### src/rtl/sgw_pkg.sv
package sgw_pkg;
  typedef enum logic [2:0] {
    ST_HALT, ST_LAUNCH, ST_FETCH, ST_DISPATCH, ST_XFER, ST_WBACK, ST_IDLE, ST_ERROR
  } walk_state_e;

  typedef enum logic [1:0] {
    ERR_NONE  = 2'd0,
    ERR_ALIGN = 2'd1,
    ERR_LEN   = 2'd2,
    ERR_MOVER = 2'd3
  } walk_err_e;

  // descriptor word slots, in units of one descriptor word
  localparam int unsigned W_NEXT = 0;
  localparam int unsigned W_BUF  = 1;
  localparam int unsigned W_CTRL = 2;
  localparam int unsigned W_STAT = 3;
  localparam int unsigned DESC_FETCH_WORDS = 3;
endpackage

### src/rtl/sgw_fetch.sv
module sgw_fetch
  import sgw_pkg::*;
#(
  parameter int unsigned AW     = 32,
  parameter int unsigned DW     = 32,
  parameter int unsigned NWORDS = DESC_FETCH_WORDS
) (
  input  logic          clk_i,
  input  logic          rst_ni,
  input  logic          start_i,
  input  logic          abort_i,
  input  logic [AW-1:0] base_i,
  output logic          rd_req_o,
  output logic [AW-1:0] rd_addr_o,
  input  logic          rd_valid_i,
  input  logic [DW-1:0] rd_data_i,
  output logic          done_o,
  output logic [AW-1:0] next_o,
  output logic [AW-1:0] buf_o,
  output logic [DW-1:0] ctrl_o
);
  localparam int unsigned IW     = (NWORDS > 1) ? $clog2(NWORDS) : 1;
  localparam int unsigned STRIDE = DW / 8;

  typedef enum logic [1:0] {F_IDLE, F_ISSUE, F_WAIT} fetch_st_e;

  fetch_st_e     st_q;
  logic [IW-1:0] idx_q;
  logic [AW-1:0] base_q;
  logic          done_q;
  logic [DW-1:0] words_q [NWORDS];
  logic          take;

  assign take = (st_q == F_WAIT) && rd_valid_i;

  always_ff @(posedge clk_i or negedge rst_ni) begin
    if (!rst_ni) begin
      st_q   <= F_IDLE;
      idx_q  <= '0;
      base_q <= '0;
      done_q <= 1'b0;
    end else begin
      done_q <= 1'b0;
      if (abort_i) begin
        st_q <= F_IDLE;
      end else begin
        unique case (st_q)
          F_IDLE: if (start_i) begin
            base_q <= base_i;
            idx_q  <= '0;
            st_q   <= F_ISSUE;
          end
          F_ISSUE: st_q <= F_WAIT;
          F_WAIT: if (rd_valid_i) begin
            if (idx_q == IW'(NWORDS - 1)) begin
              st_q   <= F_IDLE;
              done_q <= 1'b1;
            end else begin
              idx_q <= idx_q + 1'b1;
              st_q  <= F_ISSUE;
            end
          end
          default: st_q <= F_IDLE;
        endcase
      end
    end
  end

  always_ff @(posedge clk_i or negedge rst_ni) begin
    if (!rst_ni) begin
      for (int i = 0; i < NWORDS; i++) words_q[i] <= '0;
    end else begin
      for (int i = 0; i < NWORDS; i++)
        if (take && idx_q == IW'(i)) words_q[i] <= rd_data_i;
    end
  end

  assign rd_req_o  = (st_q == F_ISSUE);
  assign rd_addr_o = base_q + AW'(idx_q) * AW'(STRIDE);
  assign done_o    = done_q;
  assign next_o    = AW'(words_q[W_NEXT]);
  assign buf_o     = AW'(words_q[W_BUF]);
  assign ctrl_o    = words_q[W_CTRL];


  single_req_chk: assert property (@(posedge clk_i) disable iff (!rst_ni)
    rd_req_o |=> !rd_req_o);


  resp_only_waiting_chk: assert property (@(posedge clk_i) disable iff (!rst_ni)
    done_o |-> !rd_req_o);
endmodule

### src/rtl/sgw_len_chk.sv
module sgw_len_chk #(
  parameter int unsigned DW         = 32,
  parameter int unsigned LEN_W      = 16,
  parameter int unsigned WORD_BYTES = 4
) (
  input  logic [DW-1:0]    ctrl_i,
  output logic             sof_o,
  output logic             eof_o,
  output logic [LEN_W-1:0] len_o,
  output logic             len_bad_o
);
  localparam int unsigned WB_LSB = (WORD_BYTES > 1) ? $clog2(WORD_BYTES) : 1;

  logic unused_ctrl;
  assign unused_ctrl = ^ctrl_i[DW-3:LEN_W];

  assign sof_o = ctrl_i[DW-1];
  assign eof_o = ctrl_i[DW-2];
  assign len_o = ctrl_i[LEN_W-1:0];

  // a descriptor holding a whole packet is exempt from the word-multiple rule
  generate
    if (WORD_BYTES > 1) begin : g_chk
      assign len_bad_o = !(sof_o && eof_o) && (len_o[WB_LSB-1:0] != '0);
    end else begin : g_nochk
      assign len_bad_o = 1'b0;
    end
  endgenerate
endmodule

### src/rtl/sg_chain_walker.sv
module sg_chain_walker
  import sgw_pkg::*;
#(
  parameter int unsigned AW          = 32,
  parameter int unsigned DW          = 32,
  parameter int unsigned LEN_W       = 16,
  parameter int unsigned WORD_BYTES  = 4,
  parameter int unsigned ALIGN_BYTES = 16
) (
  input  logic             clk_i,
  input  logic             rst_ni,
  input  logic             soft_rst_i,
  input  logic             run_i,
  input  logic             stop_i,
  input  logic             cur_we_i,
  input  logic [AW-1:0]    cur_wdata_i,
  input  logic             tail_we_i,
  input  logic [AW-1:0]    tail_wdata_i,
  output logic             rd_req_o,
  output logic [AW-1:0]    rd_addr_o,
  input  logic             rd_valid_i,
  input  logic [DW-1:0]    rd_data_i,
  output logic             mov_valid_o,
  input  logic             mov_ready_i,
  output logic [AW-1:0]    mov_addr_o,
  output logic [LEN_W-1:0] mov_len_o,
  output logic             mov_sof_o,
  output logic             mov_eof_o,
  input  logic             mov_done_i,
  input  logic             mov_err_i,
  input  logic [LEN_W-1:0] mov_xfer_len_i,
  output logic             wb_valid_o,
  input  logic             wb_ready_i,
  output logic [AW-1:0]    wb_addr_o,
  output logic [DW-1:0]    wb_data_o,
  output logic             halted_o,
  output logic             idle_o,
  output logic [1:0]       err_code_o,
  output logic [AW-1:0]    cur_desc_o
);
  localparam int unsigned ALIGN_LSB = (ALIGN_BYTES > 1) ? $clog2(ALIGN_BYTES) : 1;
  localparam int unsigned STAT_OFS  = W_STAT * (DW / 8);

  walk_state_e      state_q;
  walk_err_e        err_q;
  logic [AW-1:0]    cur_q, tail_q;
  logic             at_tail_q, stop_pend_q;
  logic [LEN_W-1:0] act_len_q;

  logic             f_start, f_done;
  logic [AW-1:0]    f_next, f_buf;
  logic [DW-1:0]    f_ctrl;
  logic             d_sof, d_eof, d_len_bad;
  logic [LEN_W-1:0] d_len;
  logic             misaligned, stop_hit, at_tail_cmp;

  assign misaligned  = (ALIGN_BYTES > 1) && (cur_q[ALIGN_LSB-1:0] != '0);
  assign stop_hit    = stop_pend_q || stop_i;
  assign at_tail_cmp = (cur_q == tail_q);
  assign f_start     = (state_q == ST_LAUNCH) && !soft_rst_i && !stop_hit && !misaligned;

  sgw_fetch #(.AW(AW), .DW(DW), .NWORDS(DESC_FETCH_WORDS)) u_fetch (
    .clk_i     (clk_i),
    .rst_ni    (rst_ni),
    .start_i   (f_start),
    .abort_i   (soft_rst_i),
    .base_i    (cur_q),
    .rd_req_o  (rd_req_o),
    .rd_addr_o (rd_addr_o),
    .rd_valid_i(rd_valid_i),
    .rd_data_i (rd_data_i),
    .done_o    (f_done),
    .next_o    (f_next),
    .buf_o     (f_buf),
    .ctrl_o    (f_ctrl)
  );

  sgw_len_chk #(.DW(DW), .LEN_W(LEN_W), .WORD_BYTES(WORD_BYTES)) u_len (
    .ctrl_i   (f_ctrl),
    .sof_o    (d_sof),
    .eof_o    (d_eof),
    .len_o    (d_len),
    .len_bad_o(d_len_bad)
  );

  always_ff @(posedge clk_i or negedge rst_ni) begin
    if (!rst_ni) begin
      state_q     <= ST_HALT;
      err_q       <= ERR_NONE;
      cur_q       <= '0;
      tail_q      <= '0;
      at_tail_q   <= 1'b0;
      stop_pend_q <= 1'b0;
      act_len_q   <= '0;
    end else if (soft_rst_i) begin
      state_q     <= ST_HALT;
      err_q       <= ERR_NONE;
      at_tail_q   <= 1'b0;
      stop_pend_q <= 1'b0;
    end else begin
      if (tail_we_i && state_q != ST_ERROR) tail_q <= tail_wdata_i;
      unique case (state_q)
        ST_HALT: begin
          if (cur_we_i) begin
            cur_q     <= cur_wdata_i;
            at_tail_q <= 1'b0;
          end else if (tail_we_i && at_tail_q) begin
            cur_q     <= f_next;
            at_tail_q <= 1'b0;
          end
          if (run_i) begin
            stop_pend_q <= 1'b0;
            state_q     <= (at_tail_q && !cur_we_i && !tail_we_i) ? ST_IDLE : ST_LAUNCH;
          end
        end
        ST_LAUNCH: begin
          if (stop_hit) begin
            stop_pend_q <= 1'b0;
            state_q     <= ST_HALT;
          end else if (misaligned) begin
            err_q   <= ERR_ALIGN;
            state_q <= ST_ERROR;
          end else begin
            state_q <= ST_FETCH;
          end
        end
        ST_FETCH: begin
          stop_pend_q <= stop_hit;
          if (f_done) begin
            if (d_len_bad) begin
              err_q   <= ERR_LEN;
              state_q <= ST_ERROR;
            end else begin
              state_q <= ST_DISPATCH;
            end
          end
        end
        ST_DISPATCH: begin
          stop_pend_q <= stop_hit;
          if (mov_ready_i) state_q <= ST_XFER;
        end
        ST_XFER: begin
          stop_pend_q <= stop_hit;
          if (mov_done_i) begin
            if (mov_err_i) begin
              err_q   <= ERR_MOVER;
              state_q <= ST_ERROR;
            end else begin
              act_len_q <= mov_xfer_len_i;
              state_q   <= ST_WBACK;
            end
          end
        end
        ST_WBACK: begin
          stop_pend_q <= stop_hit;
          if (wb_ready_i) begin
            stop_pend_q <= 1'b0;
            if (at_tail_cmp) begin
              at_tail_q <= 1'b1;
              state_q   <= stop_hit ? ST_HALT : ST_IDLE;
            end else begin
              cur_q   <= f_next;
              state_q <= stop_hit ? ST_HALT : ST_LAUNCH;
            end
          end
        end
        ST_IDLE: begin
          if (stop_i) begin
            state_q <= ST_HALT;
          end else if (tail_we_i) begin
            cur_q     <= f_next;
            at_tail_q <= 1'b0;
            state_q   <= ST_LAUNCH;
          end
        end
        ST_ERROR: ;
        default: state_q <= ST_HALT;
      endcase
    end
  end

  assign mov_valid_o = (state_q == ST_DISPATCH);
  assign mov_addr_o  = f_buf;
  assign mov_len_o   = d_len;
  assign mov_sof_o   = d_sof;
  assign mov_eof_o   = d_eof;
  assign wb_valid_o  = (state_q == ST_WBACK);
  assign wb_addr_o   = cur_q + AW'(STAT_OFS);
  assign wb_data_o   = {1'b1, {(DW-1-LEN_W){1'b0}}, act_len_q};
  assign halted_o    = (state_q == ST_HALT) || (state_q == ST_ERROR);
  assign idle_o      = (state_q == ST_IDLE);
  assign err_code_o  = err_q;
  assign cur_desc_o  = cur_q;


  idle_at_tail_chk: assert property (@(posedge clk_i) disable iff (!rst_ni)
    idle_o |-> (cur_desc_o == tail_q));


  err_sticky_chk: assert property (@(posedge clk_i) disable iff (!rst_ni)
    (err_q != ERR_NONE && !soft_rst_i) |=> (err_q == $past(err_q)) && halted_o);


  no_cmd_in_err_chk: assert property (@(posedge clk_i) disable iff (!rst_ni)
    (err_code_o != 2'd0) |-> !mov_valid_o && !rd_req_o && !wb_valid_o);


  halt_quiet_chk: assert property (@(posedge clk_i) disable iff (!rst_ni)
    halted_o |-> !rd_req_o && !mov_valid_o && !wb_valid_o);


  mover_err_chk: assert property (@(posedge clk_i) disable iff (!rst_ni)
    (state_q == ST_XFER && mov_done_i && mov_err_i && !soft_rst_i)
      |=> (err_code_o == 2'd3) && !wb_valid_o);


  stop_halt_chk: assert property (@(posedge clk_i) disable iff (!rst_ni)
    (state_q == ST_WBACK && wb_ready_i && stop_hit && !soft_rst_i) |=> halted_o);


  bus_exclusive_chk: assert property (@(posedge clk_i) disable iff (!rst_ni)
    $onehot0({rd_req_o, mov_valid_o, wb_valid_o}));
endmodule

### config.mk
export PLATFORM = sky130hd
export DESIGN_NAME = sg_chain_walker
export DESIGN_NICKNAME = d
export VERILOG_FILES = /design/src/rtl/sgw_pkg.sv /design/src/rtl/sgw_fetch.sv /design/src/rtl/sgw_len_chk.sv /design/src/rtl/sg_chain_walker.sv
export SDC_FILE = /design/constraint.sdc
export NUM_CORES = 1
export LEC_CHECK = 0
export ABC_AREA = 0
export BUFFER_PORTS_ARGS = -buffer_cell sky130_fd_sc_hd__clkbuf_2
export CAP_MARGIN = 20
export CORE_MARGIN = 10
export CORE_UTILIZATION = 25
export CTS_CLUSTER_DIAMETER = 150
export DETAILED_ROUTE_END_ITERATION = 16
export HOLD_SLACK_MARGIN = 0.08
export PLACE_DENSITY = 0.57
export SLEW_MARGIN = 20
export SYNTH_ARGS = -nofsm -noshare
export SYNTH_HDL_FRONTEND = slang
export SYNTH_SLANG_ARGS = --single-unit
### constraint.sdc
create_clock -name clk_i -period 4.8 [get_ports clk_i]
set_clock_uncertainty 0.05 [all_clocks]
set_input_delay 1.2 -clock clk_i [delete_from_list [all_inputs] [get_ports clk_i]]
set_output_delay 1.2 -clock clk_i [all_outputs]
set_load 0.005 [all_outputs]
==> flow_summary.json, run 1 <==
{
  "post_cts_resized": 0,
  "powerDensity_nw_per_um2": 548,
  "critPathMaxFanout": 5,
  "maxSlewHeadroom": 0.304,
  "worst_pin_slew_ns": 1.04,
  "cts_buffers": 27,
  "hold_class": "flop to flop",
  "place_area_um2": 12200,
  "synth_commonest_cells": "206 x dfrtp_1, 189 x mux2_2, 48 x xor2_1",
  "viasPerCell": 4.45,
  "swShare": 0.357,
  "postCtsSetupBuffers": 0,
  "route.detailed.drc": 0,
  "ir_drop_v": 0.000256,
  "wl_per_cell_um": 21.7,
  "fin_tns_setup_ns": 0,
  "whs_ns": 0.450,
  "core_um2": 40000,
  "pin_count": 309,
  "hp-start": "u_fetch.next_o[23]$_DFFE_PN0P_",
  "stdcell_area_um2": 13100,
  "antenna_left": 0,
  "drt_wl_total_mm": 35.5,
  "p_int_mw": 4.63,
  "track_usage": 0.139,
  "arrival_ns": 3.00,
  "clk_pin_slew_ns": 0.05,
  "synth_cells": 796,
  "synth-edff-count": 0,
  "ys_seq_elements": 206,
  "drive_gt1_frac": 0.528,
  "clk_latency_ns": 0.56,
  "synth_area_um2": 10200,
  "dpl.cell_count": 1589,
  "p_seq_frac": 0.370,
  "cp-end-kind": "output pin",
  "final_nets": 1224,
  "ys_warn_count": 0,
  "clock.fmax_mhz": 235,
  "synth_area_leaders": "dfrtp_1 51%, mux2_2 21%, xor2_1 4.1%, mux2_4 4.0%, xnor2_1 3.5%",
  "worst-setup-path-type": "flop to output pin",
  "grt_pass1_vias": 7913,
  "p_switching_mw": 2.57,
  "num_rows": 73,
  "dieArea_um2": 49300,
  "syn_to_final_growth_pct": 28.8,
  "netlist.top_cell.by_area": "dfrtp_1",
  "cts.sinks": 206,
  "synth_top_cell_area_share": 0.506,
  "rrSetupSlack_ns": 1.99,
  "place_congestion": 0.816,
  "use_met3": 0.0436,
  "pwr-share-comb": 0.343,
  "h-tree-depth": 1,
  "yosys_most_used_dff": "dfrtp_1",
  "slew_viol_final": 0,
  "die_y_um": 222,
  "syn_avg_cell_area_um2": 12.8,
  "grt_max_degree": 104,
  "cts-root-buf": "clkbuf_16",
  "instances_no_fill": 1641,
  "grt_pass1_wl_mm": 52.8,
  "drt-initial-drc-count": 392,
  "met2_usage": 0.216,
  "rsz0062_at_grt": "false",
  "crit_required_ns": 3.55,
  "start_util": 0.255,
  "start_kind": "flop",
  "hold_viol_final": 0,
  "antenna_found_initial": 2,
  "startpoint": "u_fetch.idx_q[0]$_DFFE_PN0P_",
  "clockBufferDepth": 3,
  "cts_hold_buffers": 0,
  "finalSetupViolCount": 0,
  "cts_tree": "done",
  "ys_seq_area_frac": 0.506,
  "leakagePower_nw": 6.69,
  "ys_types": 55,
  "gr-total-overflow": 0,
  "drt_first_pass_iters": 4,
  "pwr-share-clk": 0.287,
  "cap_violations": 0,
  "use_met1": 0.180,
  "outcome": "finished, final reports clean",
  "vias": 7304,
  "min_period_ns": 4.25,
  "grt_busiest_layer": "met2",
  "r2r-start": "cur_desc_o[16]$_DFFE_PN0P_",
  "async_flop_share": 1.00,
  "hpwl_mm": 27.3,
  "yosysMostFrequentCell": "dfrtp_1",
  "die_w_um": 222,
  "fin_util": 0.328,
  "fin_crit_sh": 0.885,
  "portBuffers": 292
}
[cells in the final DEF (no fill, tap or decap), drive strengths merged, types with 2 or more instances in the layout]
cell | Yosys | routed
and3 | 8 | 8
a21o | 2 | 2
nor2b | 6 | 6
nand4 | 19 | 19
a21oi | 6 | 6
xnor2 | 41 | 41
clkbuf | 10 | 331
or3 | 2 | 2
and4 | 6 | 6
nor3b | 3 | 3
conb | 2 | 16
dfrtp | 206 | 206
bufinv | 0 | 2
mux2 | 216 | 216
a22oi | 2 | 2
and2 | 8 | 8
mux2i | 9 | 9
xor2 | 48 | 48
clkinv | 0 | 3
nand3 | 19 | 19
ha | 6 | 6
a221oi | 2 | 2
nor3 | 9 | 9
o21ai | 9 | 9
buf | 50 | 23
clkinvlp | 0 | 3
nor4 | 11 | 11
inv | 14 | 16
a32oi | 2 | 2
diode | 0 | 2
nand2 | 37 | 37
nor2 | 25 | 25
[power by group through the flow]
stage                     clock network (mW)  registers (mW)  logic [mW]
after floorplan                            0            2.52        1.37
after global placement                     0            2.67        2.51
after detailed placement                   0            2.70        2.50
after CTS                               2.13            2.67        2.52
after global routing                    2.20            2.74        2.67
final                                   2.07            2.66        2.47
[critical path: stages (launching register included)]
cell      delay (ns)
dfrtp_1         0.43
ha_1            0.22
inv_1           0.06
fa_1            0.48
or3_1           0.45
and4bb_2        0.41
nand3_1         0.12
xnor2_1         0.16
clkbuf_2        0.14
[metal layers]
layer,share of wire,vias up
met3,0.071,54
met1,0.45,3646
li1,-,3375
met2,0.45,229
met4,0.030,0
met5,0,-
[cells by family after synthesis]
logic type      after synthesis  share of synthesized area
mux                         226                      0.260
flops                       206                      0.506
simple gates                160                     0.0854
xor+xnor                     89                     0.0764
buf+inv                      74                     0.0399
compound gates               32                     0.0232
fa+ha+maj                     7                    0.00933
other cells                   2                   0.000736
[area by class of cell]
class,instances,area (µm²)
diodes,2,5.00
flip-flops and latches,206,5150
clock inverters,10,115
multi-input cells,530,4710
clock buffers,40,795
repair buffers,314,1650
inverters,14,52.6
fillers,4100,26900
well taps,525,657
[registers in the layout (all words and copies together), names as in the netlist]
signal          cells
u_fetch.base_q     32
cur_desc_o         32
u_fetch.ctrl_o     18
tail_q             32
act_len_q          16
u_fetch.next_o     32
err_code_o          2
at_tail_q           1
stop_pend_q         1
u_fetch.buf_o      32
u_fetch.idx_q       2
u_fetch.done_o      1
state_q             3
u_fetch.st_q        2
[through the flow]
step                power, mW  setup WS, ns
global route             7.61         0.397
CTS                      7.32         0.492
floorplan                3.89          1.54
finish                   7.20         0.553
detailed placement       5.20          1.09
global placement         5.17          1.14
[worst paths after layout]
path | depth (start not counted) | end
setup reg to reg | 7 | cur_desc_o[23]$_DFFE_PN0P_
hold reg to reg | 1 | u_fetch.next_o[23]$_DFFE_PN0P_
min in group asynchronous | 1 | tail_q[3]$_DFFE_PN0P_
hold / removal | 1 | u_fetch.next_o[23]$_DFFE_PN0P_
setup / recovery | 8 | rd_addr_o[26]
max in group asynchronous | 2 | u_fetch.next_o[8]$_DFFE_PN0P_
(Power assumes the default switching activity.)
==> run 2: changes to the inputs <==
--- a/config.mk
+++ b/config.mk
@@ -8,7 +8,7 @@
 export ABC_AREA = 0
 export BUFFER_PORTS_ARGS = -buffer_cell sky130_fd_sc_hd__clkbuf_2
 export CAP_MARGIN = 20
-export CORE_MARGIN = 10
+export CORE_MARGIN = 1
 export CORE_UTILIZATION = 25
 export CTS_CLUSTER_DIAMETER = 150
 export DETAILED_ROUTE_END_ITERATION = 16
==> flow_summary.json, run 2 (synthesis gave the netlist of run 1 again) <==
{
  "syn_to_final_growth_pct": 28.9,
  "maxSlewHeadroom": 0.353,
  "layout_common_cells": "291 x clkbuf_2, 206 x dfrtp_1, 189 x mux2_2",
  "dpl.cell_count": 1588,
  "fill_cells": 4128,
  "critPathSlowestCell": "fa_1",
  "grt_pass1_wl_mm": 47.6,
  "crit_family": "simple AND/OR/NAND/NOR gates",
  "worst-setup-path-type": "flop to output pin",
  "critPathBufInv": 2,
  "design_power_total_mw": 7.19,
  "hold_viol_final": 0,
  "pin_count": 309,
  "leakagePower_nw": 6.69,
  "cpPeakStageDelay_ns": 0.47,
  "drt_first_pass_iters": 4,
  "antenna_left": 0,
  "drive_gt1_frac": 0.531,
  "maxUsedRoutingLayer": "met4",
  "route.detailed.drc": 0,
  "fin_crit_sh": 0.888,
  "finalSetupViolCount": 0,
  "h-tree-depth": 1,
  "whs_ns": 0.436,
  "ff_latch_area_um2": 5150,
  "arrival_ns": 3.01,
  "hold_class": "flop to flop",
  "met2_wirelength_mm": 14.7,
  "clockBufferDepth": 3,
  "diodes": 0,
  "grt_max_degree": 106,
  "core_um2": 40000,
  "drt-met1-wl_mm": 15.1,
  "drt_wl_total_mm": 33.0,
  "powerDensity_nw_per_um2": 547,
  "crit_chain": "ha_1 -> inv_1 -> fa_1 -> or3_1 -> and4bb_2 -> nand3_1 -> xnor2_1 -> clkbuf_2",
  "p_switching_mw": 2.54,
  "p_int_mw": 4.65,
  "cts_tree": "done",
  "start_util": 0.255,
  "cts_hold_buffers": 0,
  "wl_per_cell_um": 20.1,
  "track_usage": 0.155,
  "multiInputGateArea_um2": 4710,
  "rsz0062_at_grt": "false",
  "cts_buffers": 27,
  "cp-end-kind": "output pin",
  "clk_pin_slew_ns": 0.06,
  "final_nets": 1223,
  "instances_no_fill": 1637,
  "min_period_ns": 4.26,
  "wl_met3_mm": 2.11,
  "postCtsSetupBuffers": 0,
  "fin_tns_setup_ns": 0,
  "place_congestion": 0.834,
  "die_w_um": 204,
  "worst_pin_slew_ns": 0.967,
  "clock.fmax_mhz": 235,
  "num_rows": 73,
  "antenna_found_initial": 0,
  "outcome": "finished, final reports clean",
  "post_cts_resized": 0,
  "ir_drop_v": 0.000262,
  "swShare": 0.354,
  "hpwl_mm": 24.8,
  "dieArea_um2": 41600,
  "critPathMaxFanout": 5,
  "vias": 7303,
  "clk_latency_ns": 0.56,
  "cap_violations": 0,
  "drt-initial-drc-count": 230,
  "rrSetupSlack_ns": 1.98,
  "cts.sinks": 206,
  "start_kind": "flop",
  "die_y_um": 204,
  "gr-total-overflow": 0,
  "crit_required_ns": 3.55,
  "pwr-share-clk": 0.294,
  "pwr-share-comb": 0.332,
  "p_seq_frac": 0.375,
  "portBuffers": 292,
  "layout_commonest_cell": "clkbuf_2",
  "grt_pass1_vias": 7224,
  "cts-root-buf": "clkbuf_16",
  "slew_viol_final": 0,
  "viasPerCell": 4.46
}
## run 2: layer usage
| metal | vias up | global-route usage |
|---|---|---|
| li1 | 3360 | - |
| met1 | 3646 | 0.215 |
| met2 | 249 | 0.234 |
| met3 | 48 | 0.0383 |
| met4 | 0 | 0.0504 |
| met5 | - | 0 |
## run 2: worst paths after layout
path / cells after the start / from / endpoint
worst max-delay path: 8 / u_fetch.idx_q[0]$_DFFE_PN0P_ / rd_addr_o[30]
worst min-delay path: 1 / u_fetch.base_q[1]$_DFFE_PN0P_ / u_fetch.base_q[1]$_DFFE_PN0P_
worst max register to register: 7 / cur_desc_o[16]$_DFFE_PN0P_ / cur_desc_o[23]$_DFFE_PN0P_
worst min register to register: 1 / u_fetch.base_q[1]$_DFFE_PN0P_ / u_fetch.base_q[1]$_DFFE_PN0P_
max in group asynchronous: 2 / rst_ni / cur_desc_o[3]$_DFFE_PN0P_
min in group asynchronous: 1 / rst_ni / act_len_q[0]$_DFFE_PN0P_
## run 2: per-stage QoR
| stage | worst slack, ns | utilization | area (µm²) |
|---|---|---|---|
| after floorplan | 1.54 | - | 10200 |
| after global placement | 1.16 | 0.305 | 12200 |
| after detailed placement | 1.09 | 0.305 | 12200 |
| after CTS | 0.483 | 0.329 | 13100 |
| after global routing | 0.371 | 0.329 | 13100 |
| final | 0.540 | 0.329 | 13100 |
## run 2: final cells by class
class,count,share of cell area
sequential,206,0.392
multi-input combinational,530,0.358
timing repair buffer,313,0.125
clock buffer,35,0.0582
tap,525,0.0500
clock inverter,14,0.0129
inverter,14,0.00400
## run 2: power groups by stage
stage          logic, mW  registers, mW  clock network (mW)
5_1_grt             2.58           2.77                2.24
3_3_place_gp        2.43           2.70                   0
2_1_floorplan       1.37           2.52                   0
6_report            2.39           2.70                2.11
3_5_place_dp        2.42           2.72                   0
4_1_cts             2.44           2.70                2.18
